$ cat config.mk
export PLATFORM = sky130hd
export DESIGN_NAME = toggle_poll_engine
export DESIGN_NICKNAME = d
export VERILOG_FILES = /design/src/rtl/tpoll_pkg.sv /design/src/rtl/tpoll_timer.sv /design/src/rtl/tpoll_pair_ctr.sv /design/src/rtl/tpoll_cmp.sv /design/src/rtl/toggle_poll_engine.sv
export SDC_FILE = /design/constraint.sdc
export NUM_CORES = 1
export LEC_CHECK = 0
export CAP_MARGIN = 0
export CORE_AREA = 2 2 100 102
export CTS_BUF_LIST = sky130_fd_sc_hd__clkbuf_16
export DETAILED_ROUTE_END_ITERATION = 6
export DIE_AREA = 0 0 102 104
export PLACE_DENSITY = 0.75
export SLEW_MARGIN = 20
export SYNTH_ARGS = -nofsm -noshare
export SYNTH_HDL_FRONTEND = slang
export SYNTH_SLANG_ARGS = --single-unit
$ cat constraint.sdc
create_clock -name clk -period 3.2 [get_ports clk]
set_input_delay 0.32 -clock clk [delete_from_list [all_inputs] [get_ports clk]]
set_output_delay 0.32 -clock clk [all_outputs]
set_load 0.01 [all_outputs]
$ cat src/rtl/tpoll_pkg.sv
package tpoll_pkg;

   typedef enum logic [2:0] {
      PS_IDLE,
      PS_SETUP,
      PS_LOW,
      PS_HIGH,
      PS_EVAL
   } poll_state_e;

   // Round a nanosecond limit up to whole clock cycles, never below one.
   function automatic int unsigned ns_to_cycles(input int unsigned ns, input int unsigned per);
      int unsigned c;
      c = (ns + per - 1) / per;
      if (c == 0) c = 1;
      return c;
   endfunction

   function automatic int unsigned max2(input int unsigned a, input int unsigned b);
      return (a > b) ? a : b;
   endfunction

endpackage

$ cat src/rtl/tpoll_timer.sv
module tpoll_timer #(
   parameter int unsigned W = 4
) (
   input  logic         clk,
   input  logic         rst_n,
   input  logic         load,
   input  logic [W-1:0] load_val,
   output logic         expired
);
   localparam logic [W-1:0] ONE = W'(1);

   logic [W-1:0] cnt_q;

   always_ff @(posedge clk or negedge rst_n) begin
      if (!rst_n) begin
         cnt_q <= '0;
      end else if (load) begin
         cnt_q <= load_val;
      end else if (cnt_q != '0) begin
         cnt_q <= cnt_q - ONE;
      end
   end

   assign expired = (cnt_q == '0);
endmodule

$ cat src/rtl/tpoll_pair_ctr.sv
module tpoll_pair_ctr #(
   parameter int unsigned W = 16
) (
   input  logic         clk,
   input  logic         rst_n,
   input  logic         clr,
   input  logic         inc,
   input  logic [W-1:0] limit,
   output logic         last
);
   localparam logic [W:0] ONE_X = (W+1)'(1);

   logic [W-1:0] cnt_q;
   logic [W-1:0] eff_limit;

   always_ff @(posedge clk or negedge rst_n) begin
      if (!rst_n) begin
         cnt_q <= '0;
      end else if (clr) begin
         cnt_q <= '0;
      end else if (inc) begin
         cnt_q <= cnt_q + W'(1);
      end
   end

   // A zero limit still allows one pair.
   assign eff_limit = (limit == '0) ? W'(1) : limit;
   assign last      = (({1'b0, cnt_q} + ONE_X) >= {1'b0, eff_limit});
endmodule

$ cat src/rtl/tpoll_cmp.sv
module tpoll_cmp (
   input  logic [1:0] st_a,
   input  logic [1:0] st_b,
   output logic       tgl_main,
   output logic       tgl_sector
);
   // Bit 1 carries the busy-toggle bit, bit 0 the sector-toggle bit.
   logic [1:0] diff;

   for (genvar i = 0; i < 2; i++) begin : g_diff
      assign diff[i] = st_a[i] ^ st_b[i];
   end

   assign tgl_main   = diff[1];
   assign tgl_sector = diff[0];
endmodule

$ cat src/rtl/toggle_poll_engine.sv
module toggle_poll_engine
   import tpoll_pkg::*;
#(
   parameter int unsigned ADDR_W        = 26,
   parameter int unsigned DQ_W          = 8,
   parameter int unsigned TGL_BIT       = 6,
   parameter int unsigned ERS_BIT       = 2,
   parameter int unsigned PAIR_W        = 16,
   parameter int unsigned CLK_PERIOD_NS = 10,
   parameter int unsigned T_ASO_NS      = 15,
   parameter int unsigned T_CEPH_NS     = 20,
   parameter int unsigned T_OEPH_NS     = 20,
   parameter int unsigned T_RD_NS       = 40
) (
   input  logic              clk,
   input  logic              rst_n,
   input  logic              start,
   input  logic [ADDR_W-1:0] poll_addr,
   input  logic              strobe_sel,
   input  logic [PAIR_W-1:0] pair_limit,
   input  logic [DQ_W-1:0]   flash_dq,
   output logic [ADDR_W-1:0] flash_addr,
   output logic              flash_ce_n,
   output logic              flash_oe_n,
   output logic              busy,
   output logic              result_valid,
   output logic              done,
   output logic              suspended,
   output logic              timeout,
   output logic [DQ_W-1:0]   rd_data
);
   localparam int unsigned C_ASO = ns_to_cycles(T_ASO_NS,  CLK_PERIOD_NS);
   localparam int unsigned C_HCE = ns_to_cycles(T_CEPH_NS, CLK_PERIOD_NS);
   localparam int unsigned C_HOE = ns_to_cycles(T_OEPH_NS, CLK_PERIOD_NS);
   localparam int unsigned C_RD  = ns_to_cycles(T_RD_NS,   CLK_PERIOD_NS);
   localparam int unsigned C_MAX = max2(max2(C_ASO, C_RD), max2(C_HCE, C_HOE));
   localparam int unsigned CNT_W = (C_MAX <= 1) ? 1 : $clog2(C_MAX);

   localparam logic [CNT_W-1:0] LD_ASO = CNT_W'(C_ASO - 1);
   localparam logic [CNT_W-1:0] LD_RD  = CNT_W'(C_RD - 1);
   localparam logic [CNT_W-1:0] LD_HCE = CNT_W'(C_HCE - 1);
   localparam logic [CNT_W-1:0] LD_HOE = CNT_W'(C_HOE - 1);

   // Elaboration-time parameter checks
   if (TGL_BIT >= DQ_W || ERS_BIT >= DQ_W) begin : g_bad_bitpos
      $error("status bit positions must lie inside the data bus");
   end
   if (TGL_BIT == ERS_BIT) begin : g_bad_bitsame
      $error("busy-toggle and sector-toggle bits must differ");
   end
   if (ADDR_W < 1 || PAIR_W < 1 || DQ_W < 2) begin : g_bad_width
      $error("address, pair-count and data widths are too small");
   end
   if (CLK_PERIOD_NS < 1) begin : g_bad_period
      $error("clock period must be at least 1 ns");
   end

   poll_state_e st_q, st_d;
   logic              ph_q, ph_d;           // 0: first read of pair, 1: second
   logic              sel_q;
   logic [ADDR_W-1:0] addr_q;
   logic [PAIR_W-1:0] limit_q;
   logic [1:0]        first_q;
   logic [DQ_W-1:0]   second_q;
   logic              rv_q, done_q, susp_q, tmo_q;
   logic [DQ_W-1:0]   data_q;

   logic              tmr_load, tmr_exp;
   logic [CNT_W-1:0]  tmr_val;
   logic [CNT_W-1:0]  ld_high;
   logic              accept, cap_first, cap_second;
   logic              pr_clr, pr_inc, pr_last;
   logic              fin, fin_done, fin_susp, fin_tmo;
   logic              tgl_main, tgl_sector;

   // High time between reads depends on which line is pulsed.
   if (C_HCE == C_HOE) begin : g_high_same
      assign ld_high = LD_HOE;
   end else begin : g_high_mode
      assign ld_high = sel_q ? LD_HCE : LD_HOE;
   end

   tpoll_timer #(.W(CNT_W)) u_timer (
      .clk      (clk),
      .rst_n    (rst_n),
      .load     (tmr_load),
      .load_val (tmr_val),
      .expired  (tmr_exp)
   );

   tpoll_pair_ctr #(.W(PAIR_W)) u_pairs (
      .clk   (clk),
      .rst_n (rst_n),
      .clr   (pr_clr),
      .inc   (pr_inc),
      .limit (limit_q),
      .last  (pr_last)
   );

   tpoll_cmp u_cmp (
      .st_a       (first_q),
      .st_b       ({second_q[TGL_BIT], second_q[ERS_BIT]}),
      .tgl_main   (tgl_main),
      .tgl_sector (tgl_sector)
   );

   always_comb begin
      st_d       = st_q;
      ph_d       = ph_q;
      tmr_load   = 1'b0;
      tmr_val    = '0;
      accept     = 1'b0;
      cap_first  = 1'b0;
      cap_second = 1'b0;
      pr_clr     = 1'b0;
      pr_inc     = 1'b0;
      fin        = 1'b0;
      fin_done   = 1'b0;
      fin_susp   = 1'b0;
      fin_tmo    = 1'b0;
      unique case (st_q)
         PS_IDLE: begin
            if (start) begin
               accept   = 1'b1;
               pr_clr   = 1'b1;
               ph_d     = 1'b0;
               tmr_load = 1'b1;
               tmr_val  = LD_ASO;
               st_d     = PS_SETUP;
            end
         end
         PS_SETUP: begin
            if (tmr_exp) begin
               tmr_load = 1'b1;
               tmr_val  = LD_RD;
               st_d     = PS_LOW;
            end
         end
         PS_LOW: begin
            if (tmr_exp) begin
               if (!ph_q) begin
                  cap_first = 1'b1;
                  ph_d      = 1'b1;
                  tmr_load  = 1'b1;
                  tmr_val   = ld_high;
                  st_d      = PS_HIGH;
               end else begin
                  cap_second = 1'b1;
                  st_d       = PS_EVAL;
               end
            end
         end
         PS_HIGH: begin
            if (tmr_exp) begin
               tmr_load = 1'b1;
               tmr_val  = LD_RD;
               st_d     = PS_LOW;
            end
         end
         PS_EVAL: begin
            if (!tgl_main) begin
               fin      = 1'b1;
               fin_susp = tgl_sector;
               fin_done = !tgl_sector;
               st_d     = PS_IDLE;
            end else if (pr_last) begin
               fin     = 1'b1;
               fin_tmo = 1'b1;
               st_d    = PS_IDLE;
            end else begin
               pr_inc   = 1'b1;
               ph_d     = 1'b0;
               tmr_load = 1'b1;
               tmr_val  = ld_high;
               st_d     = PS_HIGH;
            end
         end
         default: st_d = PS_IDLE;
      endcase
   end

   always_ff @(posedge clk or negedge rst_n) begin
      if (!rst_n) begin
         st_q    <= PS_IDLE;
         ph_q    <= 1'b0;
         sel_q   <= 1'b0;
         addr_q  <= '0;
         limit_q <= '0;
      end else begin
         st_q <= st_d;
         ph_q <= ph_d;
         if (accept) begin
            sel_q   <= strobe_sel;
            addr_q  <= poll_addr;
            limit_q <= pair_limit;
         end
      end
   end

   always_ff @(posedge clk or negedge rst_n) begin
      if (!rst_n) begin
         first_q  <= '0;
         second_q <= '0;
      end else begin
         if (cap_first)  first_q  <= {flash_dq[TGL_BIT], flash_dq[ERS_BIT]};
         if (cap_second) second_q <= flash_dq;
      end
   end

   always_ff @(posedge clk or negedge rst_n) begin
      if (!rst_n) begin
         rv_q   <= 1'b0;
         done_q <= 1'b0;
         susp_q <= 1'b0;
         tmo_q  <= 1'b0;
         data_q <= '0;
      end else begin
         rv_q <= fin;
         if (accept) begin
            done_q <= 1'b0;
            susp_q <= 1'b0;
            tmo_q  <= 1'b0;
         end else if (fin) begin
            done_q <= fin_done;
            susp_q <= fin_susp;
            tmo_q  <= fin_tmo;
            data_q <= second_q;
         end
      end
   end

   // Pin decode: the pulsed line falls only in read windows, the other
   // line is held low for the whole poll.
   logic active, strobe_n, hold_n;
   assign active   = (st_q != PS_IDLE);
   assign strobe_n = (st_q != PS_LOW);
   assign hold_n   = !active;

   assign flash_ce_n   = sel_q ? strobe_n : hold_n;
   assign flash_oe_n   = sel_q ? hold_n   : strobe_n;
   assign flash_addr   = addr_q;
   assign busy         = active;
   assign result_valid = rv_q;
   assign done         = done_q;
   assign suspended    = susp_q;
   assign timeout      = tmo_q;
   assign rd_data      = data_q;
endmodule

==> impl_metrics.toml <==
[worst_setup_path]
cp.required_ns = 3.42
cp-end-kind = "flip-flop"
worstPathArrival_ns = 3.44
critPathKind = "reg -> reg"
r2r_cells = 14
start_kind = "flip-flop"
path_max_fanout = 5
regToRegStartpoint = "u_pairs.cnt_q[3]"
regToRegEndpoint = "rd_data[2]"
r2r_setup_slack_ns = -0.02

[routing]
wl_per_cell_microns = 15.8
via_per_inst = 5.02
wl_microns = 11300
dr.first_iter.drc_count = 140
remaining_drc_errors = 0
antenna_left = 0
vias = 3571
drt_pass1_iterations = 4

[job]
drv_cap = 0

[die]
io_pins = 95
die-area_sq_um = 10600
rows = 36
initial_core_util_pct = 44.6
dieHeight_microns = 104
die_w_microns = 102
core_sq_um = 9550

[grt]
overflow = 0
grt_pass1_wl_microns = 17200
antenna_found_initial = 0
grt_pass1_vias = 3607
grt.total_usage_pct = 20.3
grt_start_max_net_pins = 88

[finish]
area_growth_pct = 47.4
antenna_cells = 0
finalNetCount = 646
drive_above_1_share_pct = 19.2

[placement]
portBuffers = 94
gp_congestion = 0.811
hpwl_microns = 6800

[synthesis]
synthArstFlopShare_pct = 100
synth.distinct_cells = 46
yosysWarningCount = 0
synth.most_common_cell = "nand2_1"
yosys.area.top_type = "dfrtp_1"
synth_edf_count = 0
yosysSeqAreaShare_pct = 51.1
synthTopCellsByArea = "dfrtp_1 (51%), nand2_1 (12%), ha_1 (5.3%)"
synth_nets = 519
synth_seq_cells = 87
netlist_area_sq_um = 4260
syn_avg_cell_area_sq_um = 9.53
yosysTopAreaCellShare_pct = 51.1
ys.flop_type = "dfrtp_1"
synth_common_cells = "nand2_1 (138), dfrtp_1 (87), inv_1 (24), o21ai_0 (22), ha_1 (18)"
synthCells = 447

[sta]
rsz0062_at_grt = "true"
hold_slack_ns = 0.0344
hold_viol = 0
period_needed_ns = 3.22
fmax_mhz = 311
max_slew.worst_pin.slew_ns = 0.903
slew_violations = 0
timing.slew.headroom_pct = 39.3
setup_ws_ns = -0.0204
worst_clock_skew_ns = 0.00816
fin_crit_sh_pct = 101
finalSetupViolations = 5

[outcome]
violations = "negative setup slack"
status = "complete, but fails checks"

[pwr]
p_leak_uw = 0.00305
power_uw = 4700
irDropWorstVdd_uv = 505
power.density_nw_per_um2 = 749

[clocking]
cts_made_buffers = 9
cts.sink_count = 87
cts.clk_slew.worst_paths_ns = 0.06
hold_buffers = 0
cts-root-buf = "clkbuf_16"
cts_tree = "built"
clock_path_buffers = 2
htree_levels = 3
clkLatencyLatePin_ns = 0.34

[worst_hold_path]
hold_path_class = "in -> async"
-- flip-flops by register name, summed over array words and instances, names as in the netlist --
signal	cells
result_valid	1
suspended	1
flash_addr	26
limit_q	16
done	1
timeout	1
st_q	3
second_q	8
u_timer.cnt_q	2
u_pairs.cnt_q	16
first_q	2
sel_q	1
ph_q	1
rd_data	8
-- cell usage in the layout (no fill, tap or decap), types with 4 or more instances in the layout --
cell type	netlist	routed
a21oi_1	10	10
dfrtp_1	87	87
buf_6	1	5
xnor2_2	0	4
inv_1	24	24
nand3_2	0	4
and2_1	16	14
nand2_1	138	138
o21ai_0	22	22
buf_4	0	29
nor4_1	5	4
clkbuf_16	0	10
mux2_4	5	20
clkdlybuf4s50_1	0	93
ha_1	18	14
nand3_1	14	7
nor2_1	12	11
nand4_1	6	6
nor3_1	6	5
xnor2_1	12	6
mux2i_1	4	4
-- worst max path at each step --
stage	to	start	cells after the start	slack [ns]
floorplan	rd_data[0]	u_pairs.cnt_q[0]	10	0.02
global placement	rd_data[7]	u_pairs.cnt_q[0]	14	0.04
detailed placement	rd_data[2]	u_pairs.cnt_q[0]	14	-0.05
CTS	rd_data[2]	u_pairs.cnt_q[0]	12	-0.00001
global route	rd_data[2]	u_pairs.cnt_q[3]	14	-0.17
finish	rd_data[2]	u_pairs.cnt_q[3]	14	-0.02
-- worst max-delay path: stages, from the launching register on --
cell	delay, ns
dfrtp_1	0.42
nand3_4	0.13
nor3_4	0.21
buf_6	0.18
nand3_4	0.08
xnor2_2	0.15
ha_1	0.34
nand4_1	0.15
nor4_2	0.07
a221oi_2	0.33
nand3_2	0.16
o31ai_4	0.26
buf_6	0.16
buf_12	0.12
mux2_4	0.30
-- cell families after synthesis --
kind of cell	synth area share (%)
buffers and inverters	3.82
xor gates and xnor gates	3.08
and+or+nand+nor	21.3
muxes	7.20
adders and majority gates	5.29
AOI/OAI and AO/OA	8.20
DFF	51.1
-- layer usage --
layer	GRT usage, %	wire (microns)	up-vias	share of wire [%]
met4	5.90	167	0	1.5
met1	27.3	5130	1705	45
met2	31.7	5330	115	47
met3	6.32	642	14	5.7
li1	-	-	1737	-
met5	0	0	-	0
-- report_power, final --
part	total [uW]	switching [uW]	leakage, uW	internal (uW)
logic	1810	910	0.00179	902
registers	1780	274	0.00111	1500
clock network	1110	431	0.000154	678
total	4700	1610	0.00305	3080
-- area by class of cell --
class	count	area [sq um]
fillers	745	3270
clock buffers	9	225
inverters	25	93.8
clock inverters	7	88.8
flip-flops and latches	87	2180
well taps	133	166
repair buffers	132	1310
multi-input cells	319	2210
-- stage by stage --
stage | setup TNS [ns] | worst slack (ns) | instances | utilization, % | cell area [sq um]
CTS | -0.0000118 | -0.0000118 | 701 | 62.2 | 5940
finish | -0.0508 | -0.0204 | 712 | 65.7 | 6280
detailed placement | -0.253 | -0.0456 | 673 | 56.9 | 5430
global route | -2.22 | -0.171 | 712 | 65.7 | 6280
floorplan | 0 | 0.0208 | 447 | - | 4260
global placement | 0 | 0.0375 | 673 | 56.9 | 5430
-- timing repair --
item / CTS / global route
buffers inserted: 11 / 10
setup endpoints to repair: 7 / 27
hold endpoints to repair: 0 / 0
gates resized for setup: 17 / 42
cloned: 1 / 1
pin swaps: 6 / 25
No activity file was read; power rests on OpenSTA's default activity.
